==> config.mk <==
export PLATFORM = sky130hd
export DESIGN_NAME = sector_guard
export DESIGN_NICKNAME = d
export VERILOG_FILES = /design/src/rtl/sg_pkg.sv /design/src/rtl/sg_prot_store.sv /design/src/rtl/sg_write_gate.sv /design/src/rtl/sg_id_read.sv /design/src/rtl/sector_guard.sv
export SDC_FILE = /design/constraint.sdc
export NUM_CORES = 1
export LEC_CHECK = 0
export BUFFER_PORTS_ARGS = -buffer_cell sky130_fd_sc_hd__buf_2
export CAP_MARGIN = 20
export CORE_MARGIN = 2
export CORE_UTILIZATION = 53
export DETAILED_ROUTE_END_ITERATION = 10
export GPL_TIMING_DRIVEN = 0
export PLACE_DENSITY = 0.83
export SYNTH_ARGS = -nofsm -noshare
export SYNTH_HDL_FRONTEND = slang
export SYNTH_SLANG_ARGS = --single-unit
==> constraint.sdc <==
create_clock -name clk -period 2.7 [get_ports clk]
set_clock_uncertainty 0.2 [all_clocks]
set_input_delay 0.135 -clock clk [delete_from_list [all_inputs] [get_ports clk]]
set_output_delay 0.135 -clock clk [all_outputs]
set_load 0.03 [all_outputs]
==> src/rtl/sg_pkg.sv <==
// Package: shared constants for the sector gatekeeper.
// Assumes: identifier address bits sit at fixed positions of the low address.
package sg_pkg;
    localparam int ID_BIT_A6 = 6;
    localparam int ID_BIT_A1 = 1;
    localparam int ID_BIT_A0 = 0;
    localparam logic [7:0] CODE_PROT   = 8'h01;
    localparam logic [7:0] CODE_UNPROT = 8'h00;

    typedef enum logic [1:0] {
        GATE_IDLE   = 2'd0,
        GATE_GRANT  = 2'd1,
        GATE_REFUSE = 2'd2,
        GATE_DROP   = 2'd3
    } gate_verdict_e;
endpackage

==> src/rtl/sg_prot_store.sv <==
// Module: per-sector protection bit storage.
// Does: holds one bit per sector and updates it from the configuration port.
// Assumes: configuration is blocked while the supply-lockout flag is high.
module sg_prot_store #(
    parameter int SEC_W = 4,
    localparam int NSEC = 1 << SEC_W
) (
    input  logic             clk,
    input  logic             rst_n,
    input  logic             cfg_en,
    input  logic             cfg_set,
    input  logic [SEC_W-1:0] cfg_sector,
    input  logic             low_vcc,
    output logic [NSEC-1:0]  prot
);
    logic cfg_ok;

    // Configuration accepted only outside lockout.
    always_comb cfg_ok = cfg_en && !low_vcc;

    for (genvar s = 0; s < NSEC; s++) begin : g_bit
        // Per-sector bit register, written when its sector is addressed.
        always_ff @(posedge clk) begin
            if (!rst_n)
                prot[s] <= 1'b0;
            else if (cfg_ok && (cfg_sector == SEC_W'(s)))
                prot[s] <= cfg_set;
        end
    end

    assert_lockout_cfg_R10: assert property (@(posedge clk) disable iff (!rst_n)
        low_vcc |=> $stable(prot));
endmodule

==> src/rtl/sg_write_gate.sv <==
// Module: program/erase gating with operation tracking and abort.
// Does: grants or refuses a request from the sector's effective protection,
//       tracks one running array operation and aborts it on supply lockout.
// Assumes: only one array operation runs at a time; arr_done ends it.
module sg_write_gate
    import sg_pkg::*;
#(
    parameter int SEC_W = 4,
    localparam int NSEC = 1 << SEC_W
) (
    input  logic             clk,
    input  logic             rst_n,
    input  logic             wr_req,
    input  logic             wr_erase,
    input  logic [SEC_W-1:0] wr_sector,
    input  logic             arr_done,
    input  logic [NSEC-1:0]  prot,
    input  logic             tmp_unprot,
    input  logic             low_vcc,
    output logic             arr_req,
    output logic             arr_erase,
    output logic [SEC_W-1:0] arr_sector,
    output logic             deny,
    output logic             arr_abort
);
    gate_verdict_e verdict;
    logic          op_active;
    logic          locked;

    // Effective lock: stored bit, overridden while the temporary flag is high.
    always_comb locked = prot[wr_sector] && !tmp_unprot;

    // Verdict for the current request cycle.
    always_comb begin
        if (!wr_req)
            verdict = GATE_IDLE;
        else if (low_vcc || op_active)
            verdict = GATE_DROP;
        else if (locked)
            verdict = GATE_REFUSE;
        else
            verdict = GATE_GRANT;
    end

    // Output pulses and the captured operation fields.
    always_ff @(posedge clk) begin
        if (!rst_n) begin
            arr_req    <= 1'b0;
            deny       <= 1'b0;
            arr_abort  <= 1'b0;
            arr_erase  <= 1'b0;
            arr_sector <= '0;
        end else begin
            arr_req   <= (verdict == GATE_GRANT);
            deny      <= (verdict == GATE_REFUSE);
            arr_abort <= low_vcc && op_active;
            if (verdict == GATE_GRANT) begin
                arr_erase  <= wr_erase;
                arr_sector <= wr_sector;
            end
        end
    end

    // Running-operation flag: lockout clears, grant sets, done clears.
    always_ff @(posedge clk) begin
        if (!rst_n)
            op_active <= 1'b0;
        else if (low_vcc)
            op_active <= 1'b0;
        else if (verdict == GATE_GRANT)
            op_active <= 1'b1;
        else if (arr_done)
            op_active <= 1'b0;
    end

    assert_grant_deny_excl_R3: assert property (@(posedge clk) disable iff (!rst_n)
        !(arr_req && deny));
    assert_deny_needs_req_R3: assert property (@(posedge clk) disable iff (!rst_n)
        deny |-> $past(wr_req));
    assert_lockout_silent_R8: assert property (@(posedge clk) disable iff (!rst_n)
        low_vcc |=> (!arr_req && !deny));
    assert_abort_on_lockout_R9: assert property (@(posedge clk) disable iff (!rst_n)
        (low_vcc && op_active) |=> (arr_abort && !op_active));
    assert_busy_drop_R11: assert property (@(posedge clk) disable iff (!rst_n)
        op_active |=> !arr_req);
endmodule

==> src/rtl/sg_id_read.sv <==
// Module: protection-verify identifier read path.
// Does: decodes the identifier address and returns the sector's code.
// Assumes: bits 6, 1, 0 of the low address select the verify code.
module sg_id_read
    import sg_pkg::*;
#(
    parameter int SEC_W = 4,
    parameter int LO_W  = 8,
    localparam int NSEC = 1 << SEC_W
) (
    input  logic             clk,
    input  logic             rst_n,
    input  logic             id_rd,
    input  logic [SEC_W-1:0] id_sector,
    input  logic [LO_W-1:0]  id_addr_lo,
    input  logic [NSEC-1:0]  prot,
    output logic [7:0]       id_data
);
    logic code_hit;

    // Identifier address match: bit 6 low, bit 1 high, bit 0 low.
    always_comb code_hit = !id_addr_lo[ID_BIT_A6] && id_addr_lo[ID_BIT_A1]
                           && !id_addr_lo[ID_BIT_A0];

    // Registered read data.
    always_ff @(posedge clk) begin
        if (!rst_n)
            id_data <= CODE_UNPROT;
        else if (id_rd && code_hit)
            id_data <= prot[id_sector] ? CODE_PROT : CODE_UNPROT;
        else
            id_data <= CODE_UNPROT;
    end

    assert_miss_zero_R7: assert property (@(posedge clk) disable iff (!rst_n)
        (!id_rd || !code_hit) |=> (id_data == 8'h00));
    assert_code_range_R6: assert property (@(posedge clk) disable iff (!rst_n)
        (id_data == 8'h00) || (id_data == 8'h01));
endmodule

==> src/rtl/sector_guard.sv <==
// Module: top of the flash sector protection gatekeeper.
// Does: ties protection storage, write gating and the verify read path.
// Assumes: inputs are synchronous to clk; LO_W is at least 7.
module sector_guard #(
    parameter int SEC_W = 4,
    parameter int LO_W  = 8,
    localparam int NSEC = 1 << SEC_W
) (
    input  logic             clk,
    input  logic             rst_n,
    input  logic             wr_req,
    input  logic             wr_erase,
    input  logic [SEC_W-1:0] wr_sector,
    input  logic             arr_done,
    input  logic             cfg_en,
    input  logic             cfg_set,
    input  logic [SEC_W-1:0] cfg_sector,
    input  logic             id_rd,
    input  logic [SEC_W-1:0] id_sector,
    input  logic [LO_W-1:0]  id_addr_lo,
    input  logic             tmp_unprot,
    input  logic             low_vcc,
    output logic             arr_req,
    output logic             arr_erase,
    output logic [SEC_W-1:0] arr_sector,
    output logic             deny,
    output logic             arr_abort,
    output logic [7:0]       id_data
);
    logic [NSEC-1:0] prot;

    sg_prot_store #(.SEC_W(SEC_W)) u_store (
        .clk(clk), .rst_n(rst_n), .cfg_en(cfg_en), .cfg_set(cfg_set),
        .cfg_sector(cfg_sector), .low_vcc(low_vcc), .prot(prot)
    );

    sg_write_gate #(.SEC_W(SEC_W)) u_gate (
        .clk(clk), .rst_n(rst_n), .wr_req(wr_req), .wr_erase(wr_erase),
        .wr_sector(wr_sector), .arr_done(arr_done), .prot(prot),
        .tmp_unprot(tmp_unprot), .low_vcc(low_vcc), .arr_req(arr_req),
        .arr_erase(arr_erase), .arr_sector(arr_sector), .deny(deny),
        .arr_abort(arr_abort)
    );

    sg_id_read #(.SEC_W(SEC_W), .LO_W(LO_W)) u_id (
        .clk(clk), .rst_n(rst_n), .id_rd(id_rd), .id_sector(id_sector),
        .id_addr_lo(id_addr_lo), .prot(prot), .id_data(id_data)
    );

    assert_reset_quiet_R1: assert property (@(posedge clk)
        !rst_n |=> (!arr_req && !deny && !arr_abort && id_data == 8'h00));
endmodule

=== Word level (Yosys, flattened, before mapping) ===
Index checks and enable logic that the tools add are counted.

* Input port bits: 30
* Output and inout bits: 16
* Register bits after elaboration: 33
* Word-level logic and storage cells: 84

* Reductions and logical operators: 31
* Magnitude comparators: 2
* Multiplexer cells: 10
* Bitwise gates (word level): 1
* Equal/unequal tests: 17

{| class="wikitable"
|+ Operators by type and width
! operator !! count
|-
| == test 4 bit (second input constant) || 8
|-
| logical AND 1 bit || 22
|-
| == test 4 x 3 -> 1 bit (second input constant) || 4
|-
| < comparator 4 x 5 -> 1 bit (second input constant) || 2
|-
| binary-select mux 1 bit (select 4 bit) || 2
|-
| == test 4 x 2 -> 1 bit (second input constant) || 2
|-
| two-way mux 2 bit || 3
|-
| two-way mux 1 bit || 5
|-
| == test 4 x 1 -> 1 bit (second input constant) || 1
|-
| logical NOT 1 bit || 4
|-
| logical NOT 4 bit || 1
|-
| == test 2 x 1 -> 1 bit (second input constant) || 1
|-
| == test 2 bit (second input constant) || 1
|-
| AND reduction 2 bit || 1
|-
| nonzero test 2 bit || 1
|-
| OR reduction 2 bit || 1
|-
| logical OR 1 bit || 1
|-
| inverter 1 bit || 1
|}

=== Depth between registers and ports, before layout ===
* Depth in word-level cells: 8
* Mapped depth: 7
* Gate-level depth less buffers: 5

=== Hierarchy ===
From an unflattened synthesis, not the netlist that was laid out.

* Cell total of the unflattened synthesis: 143
* Area, all modules: 1472.7 µm²

{| class="wikitable"
|+ Modules (own cells, without submodules)
! module !! area each (µm²) !! cells an instance !! instances !! sequential area each (µm²)
|-
| sg_prot_store || 748.2 || 76 || 1 || 320.3
|-
| sg_write_gate || 504.2 || 51 || 1 || 180.2
|-
| sg_id_read || 220.2 || 16 || 1 || 20.0
|}

=== Worst setup path after synthesis ===
Ideal clock, no wire load.

* Kind: register to register
* From: register u_store.prot[15]
* To: register u_id.id_data[0]
* Buffers on the path: 0
* Data required time: 2.385 ns
* Arrival time: 1.365 ns
* Setup time: 0.115 ns
* Period minus slack after synthesis: 1.680 ns
* Path slack: 1.020 ns
* Cell stages (with the launch flop): 4
* Cell sequence: dfxtp_1 > mux4_2 > mux4_2 > and3_1

* Longest elaborated chain between the ends: 3

{| class="wikitable"
|+ Ends and longest elaborated chain
! what !! RTL line !! RTL
|-
| start: declaration || sg_prot_store.sv:14 || <nowiki>output logic [NSEC-1:0] prot</nowiki>
|-
| start signal: indexed assignment || sg_prot_store.sv:27 || <nowiki>prot[s] <= cfg_set;</nowiki>
|-
| binary-select mux 1 bit (select 4 bit) || sg_id_read.sv:30 || <nowiki>id_data <= prot[id_sector] ? CODE_PROT : CODE_UNPROT;</nowiki>
|-
| two-way mux 1 bit (not written as such) || sg_id_read.sv:30 ||
|-
| two-way mux 1 bit || sg_id_read.sv:30 ||
|-
| end signal: assignment || sg_id_read.sv:30 ||
|-
| end: declaration || sg_id_read.sv:17 || <nowiki>output logic [7:0] id_data</nowiki>
|}

Every way passes these cells. The select of a mux whose other input is x is not followed.
A chain may end at the register's enable or synchronous reset.

=== Worst setup path in the final report ===
* From: register u_store.prot[4]
* To: register u_id.id_data[0]

The elaborated chain is that of the path after synthesis.

==> impl_metrics.yaml <==
status:
  outcome: "finished clean"
cts:
  cts_max_level: 1
  clockBufferDepth: 2
  cts_tree: "done"
  cts_resized: 0
  root_buffer: "clkbuf_4"
  clk-insertion-delay-late_ns: 0.33
  clk_pin_slew_ns: 0.15
  cts_num_sinks: 26
  cts_made_buffers: 3
power_and_ir_drop:
  combPwrFrac_pct: 18.5
  cellPowerDensity_nw_per_um2: 406
  intPower_mw: 0.534
  swShare_pct: 26.9
  total_power_mw: 0.730
  leakagePower_nw: 0.779
  p_seq_share_pct: 54.1
  pwr-share-clk_pct: 27.4
  p_switching_mw: 0.197
  vdd_drop_max_mv: 0.343
placed_design:
  place_area_um2: 1640
  post-place-ws_ns: 0.823
  gp_congestion: 0.811
  portBuffers: 30
  dp_hpwl_um: 2440
floorplan:
  num_io_pins: 46
  dieHeight_um: 56.0
  rows: 18
  die_w_um: 56.0
  dieArea_um2: 3130
  start_util_pct: 56.7
  core_um2: 2520
logic_synthesis:
  synthCells: 155
  synth_cell_types: 26
  ys_ff_latch: 26
  synthAdderAreaFrac_pct: 0
  synth_compound_area_share_pct: 7.95
  synth_seq_area_share_pct: 36.4
  synth-xor-area-share_pct: 0
  synthMuxAreaShare_pct: 22.2
  syn_avg_cell_area_um2: 9.23
  synth_top_family_by_area: "simple AND/OR/NAND/NOR gates"
  syn-cell-area_um2: 1430
  synth_simple_gate_area_share_pct: 25.1
  yosysWarnings: 0
setup_path:
  reg2reg_slack_ns: 0.35
  worstSetupPathType: "register to register"
  cp.arrival_ns: 2.38
  reg2reg_depth: 4
  slowest_delay_ns: 0.56
  cp_max_fo: 3
  crit_chain: "mux4_2, mux4_2, and3_1, dlygate4sd3_1"
  cp_num_buf_inv: 1
  start_kind: "register"
  rr_endpoint: "u_id.id_data[0]$_SDFF_PN0_"
  worst_setup_path_end_kind: "register"
  path_delay_family: "multiplexers"
  path_common_cell: "mux4_2"
  r2r_start: "u_store.prot[4]$_SDFFE_PN0P_"
  crit_required_ns: 2.73
  cpMaxStageDelayCell: "dlygate4sd3_1"
sta:
  tns_ns: 0
  fin_crit_sh_pct: 87.0
  setup_viol_count_final: 0
  slew_headroom_pct: 50.6
  drv_slew: 0
  fin_crit_ns: 2.35
  fmax_mhz: 426
  tightest_slew_ns: 0.739
  hold_viol: 0
  rsz0062_at_grt: "no"
  setup_slack_ns: 0.352
route:
  wire_per_inst_um: 13.8
  antenna_left: 0
  drc: 0
  drt-pass1-iter-count: 4
  first_iter_violations: 66
  vias_per_cell: 5.29
  routed-via-count: 1253
  drt-total-wl_um: 3270
global_routing:
  grtUsageTotal_pct: 22.5
  antenna_found_initial: 0
  grt_max_degree: 15
  grt_pass1_wl_um: 5570
  grt_pass1_vias: 1231
  gr-total-overflow: 0
cells_and_area:
  n_antenna_cell: 0
  fin_nets: 238
  final_cell_mix: "30 x nand2_1, 30 x buf_2, 26 x dfxtp_1"
  final_layout_size_suffix_gt1_share_pct: 25.1
  area_growth_pct: 25.6
  stdcell_area_um2: 1800
hold_path:
  worstHoldEndpoint: "u_store.prot[8]$_SDFFE_PN0P_"
  hold_depth: 4
  holdCritStartpoint: "cfg_sector[1]"
  hp-class: "primary input to register"
flow_run:
  cap_violations: 0
through the flow:
| step | hold WS [ns] | util, % | cells |
|---|---|---|---|
| final | 0.0233 | 71.3 | 237 |
| after global routing | 0.0454 | 71.3 | 237 |
| after CTS | 0.0154 | 71.3 | 237 |
| after detailed placement | 0.170 | 65.1 | 221 |
| after global placement | 0.167 | 65.1 | 221 |
| after floorplan | 0.0772 | - | 161 |
power by group through the flow:
stage | clock network (mW) | registers, mW | logic (mW)
CTS | 0.201 | 0.395 | 0.134
finish | 0.200 | 0.395 | 0.135
global placement | 0 | 0.402 | 0.119
floorplan | 0 | 0.412 | 0.0732
global route | 0.219 | 0.396 | 0.146
detailed placement | 0 | 0.403 | 0.122
worst max-delay path by stage:
stage / endpoint / from / cells after the start / slack [ns]
after global routing: u_id.id_data[0]$_SDFF_PN0_ / u_store.prot[15]$_SDFFE_PN0P_ / 4 / 0.33
final: u_id.id_data[0]$_SDFF_PN0_ / u_store.prot[4]$_SDFFE_PN0P_ / 4 / 0.35
after detailed placement: u_gate.arr_sector[3]$_SDFFE_PN0N_ / u_store.prot[15]$_SDFFE_PN0P_ / 5 / 0.82
after floorplan: u_id.id_data[0]$_SDFF_PN0_ / u_store.prot[15]$_SDFFE_PN0P_ / 3 / 1.02
after CTS: u_id.id_data[0]$_SDFF_PN0_ / u_store.prot[4]$_SDFFE_PN0P_ / 4 / 0.38
after global placement: u_id.id_data[0]$_SDFF_PN0_ / id_sector[0] / 4 / 0.93
kinds of logic after synthesis:
group,after synthesis
simple gates,70
mux,23
compound gates,15
other cells,1
buf+inv,20
flops,26
final cells by class:
| type | instances | area, um2 |
|---|---|---|
| repair buffers | 42 | 270 |
| inverters | 3 | 11.3 |
| clock buffers | 4 | 36.3 |
| well taps | 30 | 37.5 |
| flip-flops and latches | 26 | 520 |
| plain buffers | 17 | 105 |
| fillers | 190 | 724 |
| multi-input cells | 115 | 817 |
layer usage:
layer,share of wire [%],vias up,GRT usage [%]
met5,0,-,0
met4,2.4,0,7.82
met3,7.5,8,3.26
met2,50,52,40.0
met1,40,564,27.7
li1,-,629,-
sequential cells by signal, summed over array words and instances, names as in the netlist:
name and flops:
u_gate.arr_abort 1, u_gate.arr_sector 4, u_gate.deny 1, u_id.id_data 1, u_store.prot 16, u_gate.op_active 1
u_gate.arr_req 1, u_gate.arr_erase 1
what timing repair did:
action,in CTS,in global routing
hold endpoints to repair,15,0
setup buffers,0,0
hold buffers,12,0
worst min-delay path: cells and delay by family:
kind,cells,cell delay (ns)
and+or+nand+nor,2,0.19
buffers and inverters,1,0.11
AOI/OAI and AO/OA,1,0.07
synthesized netlist by cell type, drive strengths merged:
library cell  instances  share of area (%)
nor3b                 1               0.52
clkbuf                8                2.1
nor4b                 1                1.0
conb                  1               0.26
mux2i                16                 11
and2                  1               0.52
dfxtp                26                 36
nand4                 1               0.44
o211a                 1               0.70
buf                   9                5.2
and3                  3                1.3
nor2                  4                1.0
o2111ai               1               0.61
nand3                12                4.2
a22oi                 2                1.0
nor2b                11                4.8
mux4                  7                 11
a21oi                 1               0.35
nor4bb                3                2.1
o211ai                1               0.52
nand2                30                7.9
nand2b                2               0.87
a21boi                9                4.7
inv                   3               0.79
nor3                  1               0.35
(Power assumes the default switching activity.)
